===== src/rtl/imm_exec_pkg.sv =====
package imm_exec_pkg;

   typedef enum logic [2:0] {
      OP_ADD, OP_OR, OP_AND, OP_SUB, OP_XOR, OP_CMP, OP_MOV
   } alu_op_e;

   typedef enum logic [1:0] {
      K_ALU, K_MOV, K_PUSH
   } kind_e;

   typedef enum logic [2:0] {
      ST_OPC, ST_MODRM, ST_IMM, ST_DISP, ST_RD, ST_EXEC, ST_WR, ST_HALT
   } state_e;

   typedef struct packed {
      logic       legal;
      logic       has_modrm;
      logic       grp;
      kind_e      kind;
      alu_op_e    op;
      logic [2:0] idx;
   } dec_t;

   localparam logic [7:0] OPC_GRP   = 8'h81;
   localparam logic [7:0] OPC_OR0   = 8'h0d;
   localparam logic [7:0] OPC_AND0  = 8'h25;
   localparam logic [7:0] OPC_SUB0  = 8'h2d;
   localparam logic [7:0] OPC_XOR0  = 8'h35;
   localparam logic [7:0] OPC_CMP0  = 8'h3d;
   localparam logic [7:0] OPC_MOVRM = 8'hc7;
   localparam logic [7:0] OPC_PUSH  = 8'h68;
   localparam logic [4:0] OPC_MOVR_HI = 5'b10111;

   function automatic logic sub_ok(input logic [2:0] s);
      return !(s == 3'd2 || s == 3'd3);
   endfunction

   function automatic alu_op_e sub_map(input logic [2:0] s);
      case (s)
         3'd0:    return OP_ADD;
         3'd1:    return OP_OR;
         3'd4:    return OP_AND;
         3'd5:    return OP_SUB;
         3'd6:    return OP_XOR;
         default: return OP_CMP;
      endcase
   endfunction

endpackage


===== src/rtl/imm_exec_decode.sv =====
module imm_exec_decode
   import imm_exec_pkg::*;
#(
   parameter int SP_IDX = 4
) (
   input  logic [7:0] opc,
   output dec_t       dec
);

   always_comb begin
      dec           = '0;
      dec.kind      = K_ALU;
      dec.op        = OP_ADD;
      case (opc)
         OPC_GRP: begin
            dec.legal     = 1'b1;
            dec.has_modrm = 1'b1;
            dec.grp       = 1'b1;
         end
         OPC_OR0:  begin dec.legal = 1'b1; dec.op = OP_OR;  end
         OPC_AND0: begin dec.legal = 1'b1; dec.op = OP_AND; end
         OPC_SUB0: begin dec.legal = 1'b1; dec.op = OP_SUB; end
         OPC_XOR0: begin dec.legal = 1'b1; dec.op = OP_XOR; end
         OPC_CMP0: begin dec.legal = 1'b1; dec.op = OP_CMP; end
         OPC_MOVRM: begin
            dec.legal     = 1'b1;
            dec.has_modrm = 1'b1;
            dec.kind      = K_MOV;
            dec.op        = OP_MOV;
         end
         OPC_PUSH: begin
            dec.legal = 1'b1;
            dec.kind  = K_PUSH;
            dec.op    = OP_MOV;
            dec.idx   = 3'(SP_IDX);
         end
         default: begin
            if (opc[7:3] == OPC_MOVR_HI) begin
               dec.legal = 1'b1;
               dec.kind  = K_MOV;
               dec.op    = OP_MOV;
               dec.idx   = opc[2:0];
            end
         end
      endcase
   end

endmodule


===== src/rtl/imm_exec_regfile.sv =====
module imm_exec_regfile #(
   parameter int NREG   = 8,
   parameter int DATA_W = 32,
   localparam int IDX_W = $clog2(NREG)
) (
   input  logic              clk,
   input  logic              rst,
   input  logic              we,
   input  logic [IDX_W-1:0]  waddr,
   input  logic [DATA_W-1:0] wdata,
   input  logic [IDX_W-1:0]  ra,
   output logic [DATA_W-1:0] rd,
   input  logic [IDX_W-1:0]  rb,
   output logic [DATA_W-1:0] rbd
);

   logic [DATA_W-1:0] q [NREG];

   for (genvar g = 0; g < NREG; g++) begin : g_ent
      always_ff @(posedge clk) begin
         if (rst)
            q[g] <= '0;
         else if (we && waddr == IDX_W'(g))
            q[g] <= wdata;
      end
   end

   assign rd  = q[ra];
   assign rbd = q[rb];

endmodule


===== src/rtl/imm_exec_alu.sv =====
module imm_exec_alu
   import imm_exec_pkg::*;
#(
   parameter int DATA_W   = 32,
   parameter bit WIDE_OVF = 1'b1
) (
   input  logic [DATA_W-1:0] a,
   input  logic [DATA_W-1:0] b,
   input  alu_op_e           op,
   output logic [DATA_W-1:0] res,
   output logic              sf,
   output logic              zf,
   output logic              of
);

   logic [DATA_W-1:0] diff;

   assign diff = a - b;
   assign sf   = diff[DATA_W-1];
   assign zf   = (diff == '0);

   if (WIDE_OVF) begin : g_ovf_wide
      logic [DATA_W:0] wide;
      assign wide = {a[DATA_W-1], a} - {b[DATA_W-1], b};
      assign of   = wide[DATA_W] ^ wide[DATA_W-1];
   end else begin : g_ovf_sign
      assign of = (a[DATA_W-1] ^ b[DATA_W-1]) & (diff[DATA_W-1] ^ a[DATA_W-1]);
   end

   always_comb begin
      case (op)
         OP_ADD:  res = a + b;
         OP_OR:   res = a | b;
         OP_AND:  res = a & b;
         OP_SUB:  res = diff;
         OP_XOR:  res = a ^ b;
         OP_MOV:  res = b;
         default: res = a;
      endcase
   end

endmodule


===== src/rtl/imm_exec_core.sv =====
module imm_exec_core
   import imm_exec_pkg::*;
#(
   parameter int DATA_W   = 32,
   parameter int NREG     = 8,
   parameter int ADDR_W   = 32,
   parameter int SP_IDX   = 4,
   parameter bit WIDE_OVF = 1'b1
) (
   input  logic                     clk,
   input  logic                     rst,
   input  logic                     fetch_valid,
   input  logic [7:0]               fetch_byte,
   output logic                     fetch_ready,
   output logic                     mem_req,
   output logic                     mem_we,
   output logic [ADDR_W-1:0]        mem_addr,
   output logic [7:0]               mem_wdata,
   input  logic [7:0]               mem_rdata,
   input  logic                     mem_ready,
   input  logic [$clog2(NREG)-1:0]  dbg_sel,
   output logic [DATA_W-1:0]        dbg_data,
   output logic                     flag_sign,
   output logic                     flag_zero,
   output logic                     flag_ovf,
   output logic                     done,
   output logic                     err,
   output logic                     halted
);

   localparam int BYTES = DATA_W / 8;
   localparam int CNT_W = $clog2(BYTES);
   localparam int IDX_W = $clog2(NREG);

   if (DATA_W != 32) begin : g_bad_width
      $error("imm_exec_core: DATA_W must be 32");
   end
   if (NREG != 8) begin : g_bad_nreg
      $error("imm_exec_core: NREG must be 8 to match the 3-bit register fields");
   end
   if (ADDR_W < 8 || ADDR_W > DATA_W) begin : g_bad_addr
      $error("imm_exec_core: ADDR_W must lie between 8 and DATA_W");
   end
   if (SP_IDX < 0 || SP_IDX >= NREG) begin : g_bad_sp
      $error("imm_exec_core: SP_IDX out of range");
   end

   state_e             st;
   logic [CNT_W-1:0]   cnt;
   logic [DATA_W-1:0]  imm;
   logic [DATA_W-1:0]  opnd;
   logic [DATA_W-1:0]  wbuf;
   logic [DATA_W-1:0]  base;
   kind_e              kind_q;
   alu_op_e            op_q;
   logic               grp_q;
   logic [IDX_W-1:0]   idx_q;
   logic               mem_q;
   logic               done_q;
   logic               err_q;
   logic               sf_q, zf_q, of_q;

   dec_t               dec;
   logic               take;
   logic               cnt_last;
   logic [1:0]         m_mode;
   logic [2:0]         m_reg;
   logic [2:0]         m_rm;
   logic               m_bad;

   logic [DATA_W-1:0]  rf_rd;
   logic               rf_we;
   logic [DATA_W-1:0]  rf_wdata;
   logic [DATA_W-1:0]  sp_next;

   logic [DATA_W-1:0]  alu_res;
   logic               alu_sf, alu_zf, alu_of;

   imm_exec_decode #(.SP_IDX(SP_IDX)) u_dec (
      .opc (fetch_byte),
      .dec (dec)
   );

   imm_exec_regfile #(.NREG(NREG), .DATA_W(DATA_W)) u_rf (
      .clk   (clk),
      .rst   (rst),
      .we    (rf_we),
      .waddr (idx_q),
      .wdata (rf_wdata),
      .ra    (idx_q),
      .rd    (rf_rd),
      .rb    (dbg_sel),
      .rbd   (dbg_data)
   );

   imm_exec_alu #(.DATA_W(DATA_W), .WIDE_OVF(WIDE_OVF)) u_alu (
      .a   (opnd),
      .b   (imm),
      .op  (op_q),
      .res (alu_res),
      .sf  (alu_sf),
      .zf  (alu_zf),
      .of  (alu_of)
   );

   assign fetch_ready = (st == ST_OPC) || (st == ST_MODRM) || (st == ST_IMM);
   assign take        = fetch_valid && fetch_ready;
   assign cnt_last    = (cnt == CNT_W'(BYTES - 1));

   assign m_mode = fetch_byte[7:6];
   assign m_reg  = fetch_byte[5:3];
   assign m_rm   = fetch_byte[2:0];
   assign m_bad  = (m_mode == 2'd1) || (m_mode == 2'd2) ||
                   (m_mode == 2'd0 && (m_rm == 3'd4 || m_rm == 3'd5)) ||
                   (grp_q && !sub_ok(m_reg));

   assign sp_next  = rf_rd - DATA_W'(BYTES);
   assign rf_we    = (st == ST_DISP && kind_q == K_PUSH) ||
                     (st == ST_EXEC && !mem_q && op_q != OP_CMP);
   assign rf_wdata = (st == ST_DISP) ? sp_next : alu_res;

   assign mem_req   = (st == ST_RD) || (st == ST_WR);
   assign mem_we    = (st == ST_WR);
   assign mem_addr  = base[ADDR_W-1:0] + ADDR_W'(cnt);
   assign mem_wdata = wbuf[7:0];

   assign done      = done_q;
   assign err       = err_q;
   assign halted    = (st == ST_HALT);
   assign flag_sign = sf_q;
   assign flag_zero = zf_q;
   assign flag_ovf  = of_q;

   always_ff @(posedge clk) begin
      if (rst) begin
         st     <= ST_OPC;
         cnt    <= '0;
         imm    <= '0;
         opnd   <= '0;
         wbuf   <= '0;
         base   <= '0;
         kind_q <= K_ALU;
         op_q   <= OP_ADD;
         grp_q  <= 1'b0;
         idx_q  <= '0;
         mem_q  <= 1'b0;
         done_q <= 1'b0;
         err_q  <= 1'b0;
         sf_q   <= 1'b0;
         zf_q   <= 1'b0;
         of_q   <= 1'b0;
      end else begin
         done_q <= 1'b0;
         err_q  <= 1'b0;
         case (st)
            ST_OPC: begin
               if (take) begin
                  if (!dec.legal) begin
                     err_q <= 1'b1;
                     st    <= ST_HALT;
                  end else begin
                     kind_q <= dec.kind;
                     op_q   <= dec.op;
                     grp_q  <= dec.grp;
                     idx_q  <= IDX_W'(dec.idx);
                     mem_q  <= 1'b0;
                     cnt    <= '0;
                     st     <= dec.has_modrm ? ST_MODRM : ST_IMM;
                  end
               end
            end
            ST_MODRM: begin
               if (take) begin
                  if (m_bad) begin
                     err_q <= 1'b1;
                     st    <= ST_HALT;
                  end else begin
                     idx_q <= IDX_W'(m_rm);
                     mem_q <= (m_mode == 2'd0);
                     if (grp_q)
                        op_q <= sub_map(m_reg);
                     st <= ST_IMM;
                  end
               end
            end
            ST_IMM: begin
               if (take) begin
                  imm <= {fetch_byte, imm[DATA_W-1:8]};
                  cnt <= cnt + 1'b1;
                  if (cnt_last)
                     st <= ST_DISP;
               end
            end
            ST_DISP: begin
               cnt <= '0;
               if (kind_q == K_PUSH) begin
                  base <= sp_next;
                  wbuf <= imm;
                  st   <= ST_WR;
               end else if (mem_q) begin
                  base <= rf_rd;
                  wbuf <= imm;
                  st   <= (kind_q == K_MOV) ? ST_WR : ST_RD;
               end else begin
                  opnd <= rf_rd;
                  st   <= ST_EXEC;
               end
            end
            ST_RD: begin
               if (mem_ready) begin
                  opnd <= {mem_rdata, opnd[DATA_W-1:8]};
                  cnt  <= cnt + 1'b1;
                  if (cnt_last)
                     st <= ST_EXEC;
               end
            end
            ST_EXEC: begin
               cnt <= '0;
               if (op_q == OP_CMP) begin
                  sf_q   <= alu_sf;
                  zf_q   <= alu_zf;
                  of_q   <= alu_of;
                  done_q <= 1'b1;
                  st     <= ST_OPC;
               end else if (mem_q) begin
                  wbuf <= alu_res;
                  st   <= ST_WR;
               end else begin
                  done_q <= 1'b1;
                  st     <= ST_OPC;
               end
            end
            ST_WR: begin
               if (mem_ready) begin
                  wbuf <= wbuf >> 8;
                  cnt  <= cnt + 1'b1;
                  if (cnt_last) begin
                     done_q <= 1'b1;
                     st     <= ST_OPC;
                  end
               end
            end
            default: st <= ST_HALT;
         endcase
      end
   end

endmodule


===== config.mk =====
export PLATFORM = sky130hd
export DESIGN_NAME = imm_exec_core
export DESIGN_NICKNAME = d
export VERILOG_FILES = /design/src/rtl/imm_exec_pkg.sv /design/src/rtl/imm_exec_decode.sv /design/src/rtl/imm_exec_regfile.sv /design/src/rtl/imm_exec_alu.sv /design/src/rtl/imm_exec_core.sv
export SDC_FILE = /design/constraint.sdc
export NUM_CORES = 1
export LEC_CHECK = 0
export ABC_AREA = 1
export CAP_MARGIN = 20
export CORE_MARGIN = 2
export CORE_UTILIZATION = 30
export CTS_CLUSTER_SIZE = 14
export DETAILED_ROUTE_END_ITERATION = 8
export PLACE_DENSITY = 0.43
export SYNTH_ARGS = -nofsm -noshare
export SYNTH_HDL_FRONTEND = slang
export SYNTH_SLANG_ARGS = --single-unit

===== constraint.sdc =====
create_clock -name clk -period 3.85 [get_ports clk]
set_input_delay 0.77 -clock clk [delete_from_list [all_inputs] [get_ports clk]]
set_output_delay 0.77 -clock clk [all_outputs]
set_load 0.01 [all_outputs]

==> impl_metrics.py, run 1 <==
metrics = {
    "logic_synthesis": {
        "synth_area_sq_um": 28400,
        "netlist.top_cell.by_area": "edfxtp_1",
        "synthFlopType": "edfxtp_1",
        "ys_types": 57,
        "synth.top_cell.area_share_pct": 27.1,
        "synth.area.top_cells": "edfxtp_1 (27%), dfxtp_1 (11%), nand2_1 (8.9%)",
        "synth_nets": 4077,
        "netlist_instances": 3942,
        "yosys.cell_count.top_type": "nand2_1",
        "synth_commonest_cells": "nand2_1 (671), nor2_1 (525), a21oi_1 (415)",
        "synth_edf_count": 256,
        "ys_warn_count": 0,
        "post_synth.cell_area_avg_sq_um": 7.20,
        "ys_ff_latch": 407,
        "synthArstFlopShare_pct": 0,
        "seq_area_frac_synth_pct": 37.7,
    },
    "placed_design": {
        "port_buffers": 103,
        "dp.final_hpwl_mm": 93.7,
        "place.gp.congestion": 0.919,
        "pre_cts_slack_ns": 0.0875,
    },
    "routing": {
        "remaining_drc_errors": 0,
        "wl_met2_mm": 59.2,
        "top_layer": "met5",
        "vias": 28700,
        "via_per_inst": 5.38,
        "routedLengthMet1_mm": 58.3,
        "first_pass_iters": 6,
        "dr_wl_met3_mm": 7.43,
        "wl_per_cell_um": 24.2,
        "ant_nets": 0,
        "routed_wl_mm": 129,
        "drtIter0Drc": 2685,
    },
    "grt": {
        "grt_pass1_vias": 27500,
        "grt_pass1_wl_mm": 187,
        "antenna_found_initial": 4,
        "grt_usage_pct": 25.8,
        "grt-ovfl-total": 0,
        "grt_max_degree": 64,
    },
    "floorplan": {
        "die_w_um": 312,
        "io_pins": 104,
        "dieArea_sq_um": 97100,
        "start_util_pct": 30.3,
        "coreArea_sq_um": 93600,
        "die_h_um": 312,
        "rows": 112,
    },
    "pwr": {
        "ir_worst_vdd_mv": 0.378,
        "p_leak_nw": 13.2,
        "p_per_area_nw_per_um2": 794,
    },
    "timing": {
        "tns_ns": 0,
        "timing.fmax_ghz": 0.271,
        "fin_crit_sh_pct": 95.8,
        "fin_ws_ns": 0.163,
        "slew_headroom_pct": 36.0,
        "rsz0062_at_grt": "true",
        "drv_slew": 0,
        "hold_violations": 0,
        "max_slew.worst_pin.slew_ns": 0.954,
        "clock_skew_ns": 0.0375,
        "fin_crit_ns": 3.69,
        "setup_violations": 0,
    },
    "outcome": {
        "status": "finished, final reports clean",
    },
    "cells_and_area": {
        "seq_area_sq_um": 10700,
        "nets": 4173,
        "diodes": 0,
        "layout-drive-gt1-share_pct": 9.83,
        "area_growth_pct": 16.8,
        "multi_input_area_sq_um": 15200,
        "fillers": 10200,
    },
    "worst_setup_path": {
        "worstRegToRegCells": 15,
        "start_kind": "register",
        "slowest_stage": "clkdlybuf4s50_1",
        "worstSetupPathType": "register to output port",
        "crit_path_max_fanout": 3,
        "rr_endpoint": "u_rf.q[7][19]",
        "end_kind": "output port",
        "slowest_delay_ns": 0.61,
        "cp_data_arrival_time_ns": 2.92,
        "path_cells": "ha_4 > a21oi_1 > nor2_1 > nand3_1 > inv_1 > nand3_2 > nor2_4 > buf_6 > buf_4 > xor2_1 > clkdlybuf4s50_1",
        "cp.required_ns": 3.08,
        "reg2reg_slack_ns": 0.38,
        "reg2reg_from": "opnd[1]",
    },
    "clock_tree": {
        "clkTransAtPathRegs_ns": 0.06,
        "cts_buffer_depth": 3,
        "ctsHoldBuffers": 0,
        "h-tree-depth": 2,
        "cts_buffers": 49,
        "clkLatencyLatePin_ns": 0.62,
        "cts_root_buffer": "clkbuf_16",
        "cts_tree": "built",
        "cts.sinks": 407,
    },
    "job": {
        "maxCapViolCount": 0,
    },
    "hold_path": {
        "hp-class": "register to register",
        "min_delay_path_depth": 2,
        "min_from": "base[31]",
        "hold_path_end": "base[31]",
    },
}
-- final cells by class --
| type | count | area share (%) |
|---|---|---|
| Clock buffer | 63 | 3.95 |
| Clock inverter | 28 | 0.751 |
| Inverter | 406 | 4.59 |
| Multi-Input combinational cell | 2888 | 45.8 |
| Sequential cell | 407 | 32.3 |
| Tap cell | 1254 | 4.73 |
| Timing Repair Buffer | 286 | 7.83 |
-- layer usage --
metal | global-route usage, % | vias up
met4 | 7.99 | 6
met1 | 35.4 | 13900
met5 | 0 | -
li1 | - | 13700
met3 | 2.95 | 174
met2 | 42.3 | 968
-- cell usage in the layout, fill, tap and decap left out, types with 8 or more instances in the layout --
cell type and n:
a211oi_1 21, a21oi_1 415, a221oi_1 53, a31oi_1 47, buf_12 20, buf_2 8, buf_4 163, clkbuf_1 11
clkbuf_16 49, clkdlybuf4s50_1 79, clkinv_1 13, clkinv_2 10, dfxtp_1 145, dlygate4sd2_1 11, edfxtp_1 256, ha_1 107
inv_1 388, inv_2 16, nand2_1 660, nand2_2 32, nand3_1 240, nand4_1 22, nor2_1 520, nor2_2 15
nor2_4 8, nor3_1 25, o211ai_1 77, o21ai_0 411, o21ai_1 49, o21ai_2 24, o21bai_1 11, o221ai_1 10
o22ai_1 22, xnor2_1 13, xor2_1 23
-- critical path, delay by kind of cell (launching register included) --
kind	cells	cell delay [ns]
adders and majority gates	1	0.25
xor gates and xnor gates	1	0.21
AOI/OAI and AO/OA	1	0.06
DFF	1	0.34
and+or+nand+nor	4	0.56
buffers and inverters	4	0.90
-- flip-flops by register name, indices dropped and copies added (netlist names), 2 cells and up, named ones only --
name,flops
u_rf.q,256
wbuf,32
imm,32
st,3
op_q,3
opnd,32
idx_q,3
base,32
cnt,2
kind_q,2
-- report_power, final --
part / total [W] / switching [W] / internal, W
sequential: 0.00582 / 0.000642 / 0.00518
clock: 0.00461 / 0.00200 / 0.00261
combinational: 0.0159 / 0.0115 / 0.00438
total: 0.0263 / 0.0141 / 0.0122
-- worst max path at each step --
stage / startpoint / endpoint / slack [ns]
global placement: cnt[0] / mem_addr[28] / 0.09
detailed placement: cnt[0] / mem_addr[28] / 0.09
CTS: cnt[0] / mem_addr[28] / -0.16
global route: cnt[0] / mem_addr[28] / -0.03
finish: cnt[1] / mem_addr[9] / 0.16
floorplan: cnt[0] / mem_addr[28] / 0.57
-- logic make-up after synthesis --
group / after synthesis / share of synthesized area, %
flops: 407 / 37.7
buf+inv: 647 / 9.50
mux: 2 / 0.115
simple gates: 1557 / 22.8
xor+xnor: 41 / 1.32
compound gates: 1176 / 23.6
fa+ha+maj: 112 / 5.01
-- per-stage QoR --
step                total power (W)  cell area (sq um)  util, %  std cells  hold WS (ns)
floorplan                    0.0150              28400        -       3942         0.454
detailed placement           0.0215              31500     33.6       5235         0.500
CTS                          0.0262              33100     35.3       5328         0.509
finish                       0.0263              33200     35.4       5332         0.500
global placement             0.0215              31500     33.6       5235         0.492
global route                 0.0279              33200     35.4       5332         0.518
-- timing repair --
action                                  CTS  global route
pin swaps                                 6            14
endpoints found under the setup margin   21            13
resized for setup                        50            33
setup buffers                             2             4
Note: power is estimated with default switching activity, not from simulation.
==> inputs of run 2 (changes only) <==
CORE_MARGIN = default   (was 2)
SETUP_SLACK_MARGIN = 0.5   (was default)
==> run 2 against run 1 <==
Flip-flop and latch count unchanged. Combinational power increased by 5%. Total power rose by 4.6%. Design area up 4.2%. Worst setup slack worse by 0.030 ns. Die area is 1.3% lower. Via count up 1.9%. Routed wire length grew 1.8%. First-iteration DRC count rose by 15%. Core utilization is 1.5 points higher. Critical path type unchanged. Critical endpoint is now mem_addr[24]. Largest power group unchanged.
==> impl_metrics.py, run 2 (same netlist as run 1, synthesis figures left out) <==
metrics = {
    "outcome": {
        "status": "finished, final reports clean",
    },
    "placed_design": {
        "place_area_sq_um": 31500,
        "place.gp.congestion": 0.927,
        "placedCellCount": 5229,
        "port_buffers": 103,
        "dp.final_hpwl_mm": 93.3,
        "pre_cts_slack_ns": 0.0525,
    },
    "cells_and_area": {
        "area_growth_pct": 21.7,
        "final_cell_area_sq_um": 34600,
        "layout-drive-gt1-share_pct": 13.6,
        "diodes": 0,
        "largest_reg_flops": 256,
        "mostFrequentLayoutCells": "nand2_1 (652), nor2_1 (504), a21oi_1 (411)",
        "final_common_cell": "nand2_1",
        "layout.cells.non_filler": 5368,
        "top_register": "u_rf.q",
        "nets": 4208,
        "fillers": 10000,
        "seq_area_sq_um": 10700,
        "multi_input_area_sq_um": 15800,
    },
    "grt": {
        "antenna_found_initial": 2,
        "grt_pass1_vias": 27300,
        "grt_usage_pct": 26.4,
        "grt-ovfl-total": 0,
        "grt_pass1_wl_mm": 187,
        "grt_max_degree": 100,
    },
    "timing": {
        "timing.fmax_ghz": 0.269,
        "fin_ws_ns": 0.133,
        "hold_violations": 0,
        "setup_violations": 0,
        "slew_headroom_pct": 38.7,
        "drv_slew": 0,
        "max_slew.worst_pin.slew_ns": 0.917,
        "fin_crit_ns": 3.72,
        "clock_skew_ns": 0.0444,
        "tns_ns": 0,
        "rsz0062_at_grt": "true",
        "fin_crit_sh_pct": 96.5,
    },
    "floorplan": {
        "rows": 112,
        "io_pins": 104,
        "die_h_um": 310,
        "dieArea_sq_um": 95900,
        "die_w_um": 310,
        "start_util_pct": 30.3,
        "coreArea_sq_um": 93600,
    },
    "clock_tree": {
        "cts_root_buffer": "clkbuf_16",
        "cts_buffer_depth": 3,
        "cts_tree": "built",
        "cts_buffers": 51,
        "cts.sinks": 407,
        "clkTransAtPathRegs_ns": 0.06,
        "clkLatencyLatePin_ns": 0.63,
        "h-tree-depth": 2,
    },
    "routing": {
        "drtIter0Drc": 3089,
        "ant_nets": 0,
        "routed_wl_mm": 131,
        "via_per_inst": 5.44,
        "first_pass_iters": 6,
        "remaining_drc_errors": 0,
        "vias": 29200,
        "wl_per_cell_um": 24.5,
    },
    "pwr": {
        "finalPower_w": 0.0275,
        "p_per_area_nw_per_um2": 797,
        "ir_worst_vdd_mv": 0.325,
        "p_leak_nw": 13.9,
    },
    "worst_setup_path": {
        "cp_common_cell": "nor3_4",
        "slowest_stage": "fa_2",
        "worstSetupPathType": "register to output port",
        "start_kind": "register",
        "slowest_delay_ns": 0.38,
        "crit_path_max_fanout": 3,
        "path_cells": "ha_4 > inv_2 > fa_2 > nor3_4 > nand3_2 > nor3_4 > nand2_2 > nor3_4 > nand4_1 > buf_4 > buf_6 > xnor2_2 > buf_2",
        "cp_data_arrival_time_ns": 2.95,
        "cp.required_ns": 3.08,
        "end_kind": "output port",
    },
    "job": {
        "maxCapViolCount": 0,
    },
    "hold_path": {
        "hp-class": "input pin to register",
    },
}
-- run 2: stage by stage --
step / hold slack [ns] / util (%)
after floorplan: 0.454 / -
after global placement: 0.498 / 33.6
after detailed placement: 0.503 / 33.7
after CTS: 0.462 / 36.0
after global routing: 0.499 / 36.9
final: 0.502 / 36.9
-- run 2: final cells by class --
cell class / instances / share of cell area, %
Timing Repair Buffer: 319 / 9.28
Clock buffer: 69 / 4.16
Inverter: 406 / 4.42
Clock inverter: 25 / 0.844
Tap cell: 1254 / 4.54
Multi-Input combinational cell: 2888 / 45.7
Sequential cell: 407 / 31.1
-- run 2: where the power goes --
| part | total, W | internal (W) | switching (W) | leakage (nW) |
|---|---|---|---|---|
| registers | 0.00581 | 0.00519 | 0.000619 | 3.88 |
| logic | 0.0167 | 0.00482 | 0.0119 | 9.17 |
| clock network | 0.00504 | 0.00296 | 0.00208 | 0.852 |
-- run 2: path summary, 6_finish.rpt --
| check | to | slack, ns | from | cells after the start |
|---|---|---|---|---|
| setup / recovery | mem_addr[24] | 0.13 | base[0] | 13 |
| hold / removal | flag_zero | 0.50 | rst | 2 |
| setup reg to reg | u_rf.q[6][19] | 0.56 | register | 15 |
| hold reg to reg | base[31] | 0.50 | base[31] | 2 |
-- run 2: repair_timing --
item	4_1_cts	5_1_grt
gates resized for setup	193	165
setup buffers	25	15
pin swaps	21	28
endpoints found under the setup margin	160	240
hold buffers	0	0
cloned	1	4
hold endpoints to repair	0	0
-- run 2: routing by layer --
metal / wire [um] / vias to the layer above / GRT usage [%]
met5: 13 / - / 0
met3: 7760 / 204 / 2.64
met1: 59300 / 14200 / 36.8
met4: 4220 / 2 / 7.98
met2: 60000 / 1083 / 42.9
li1: - / 13700 / -
-- run 2: critical path: cells and delay by family (launching register included) --
family / cells / cell delay, ns
xor gates and xnor gates: 1 / 0.12
adders and majority gates: 2 / 0.52
buffers and inverters: 4 / 0.46
DFF: 1 / 0.35
and+or+nand+nor: 6 / 0.91
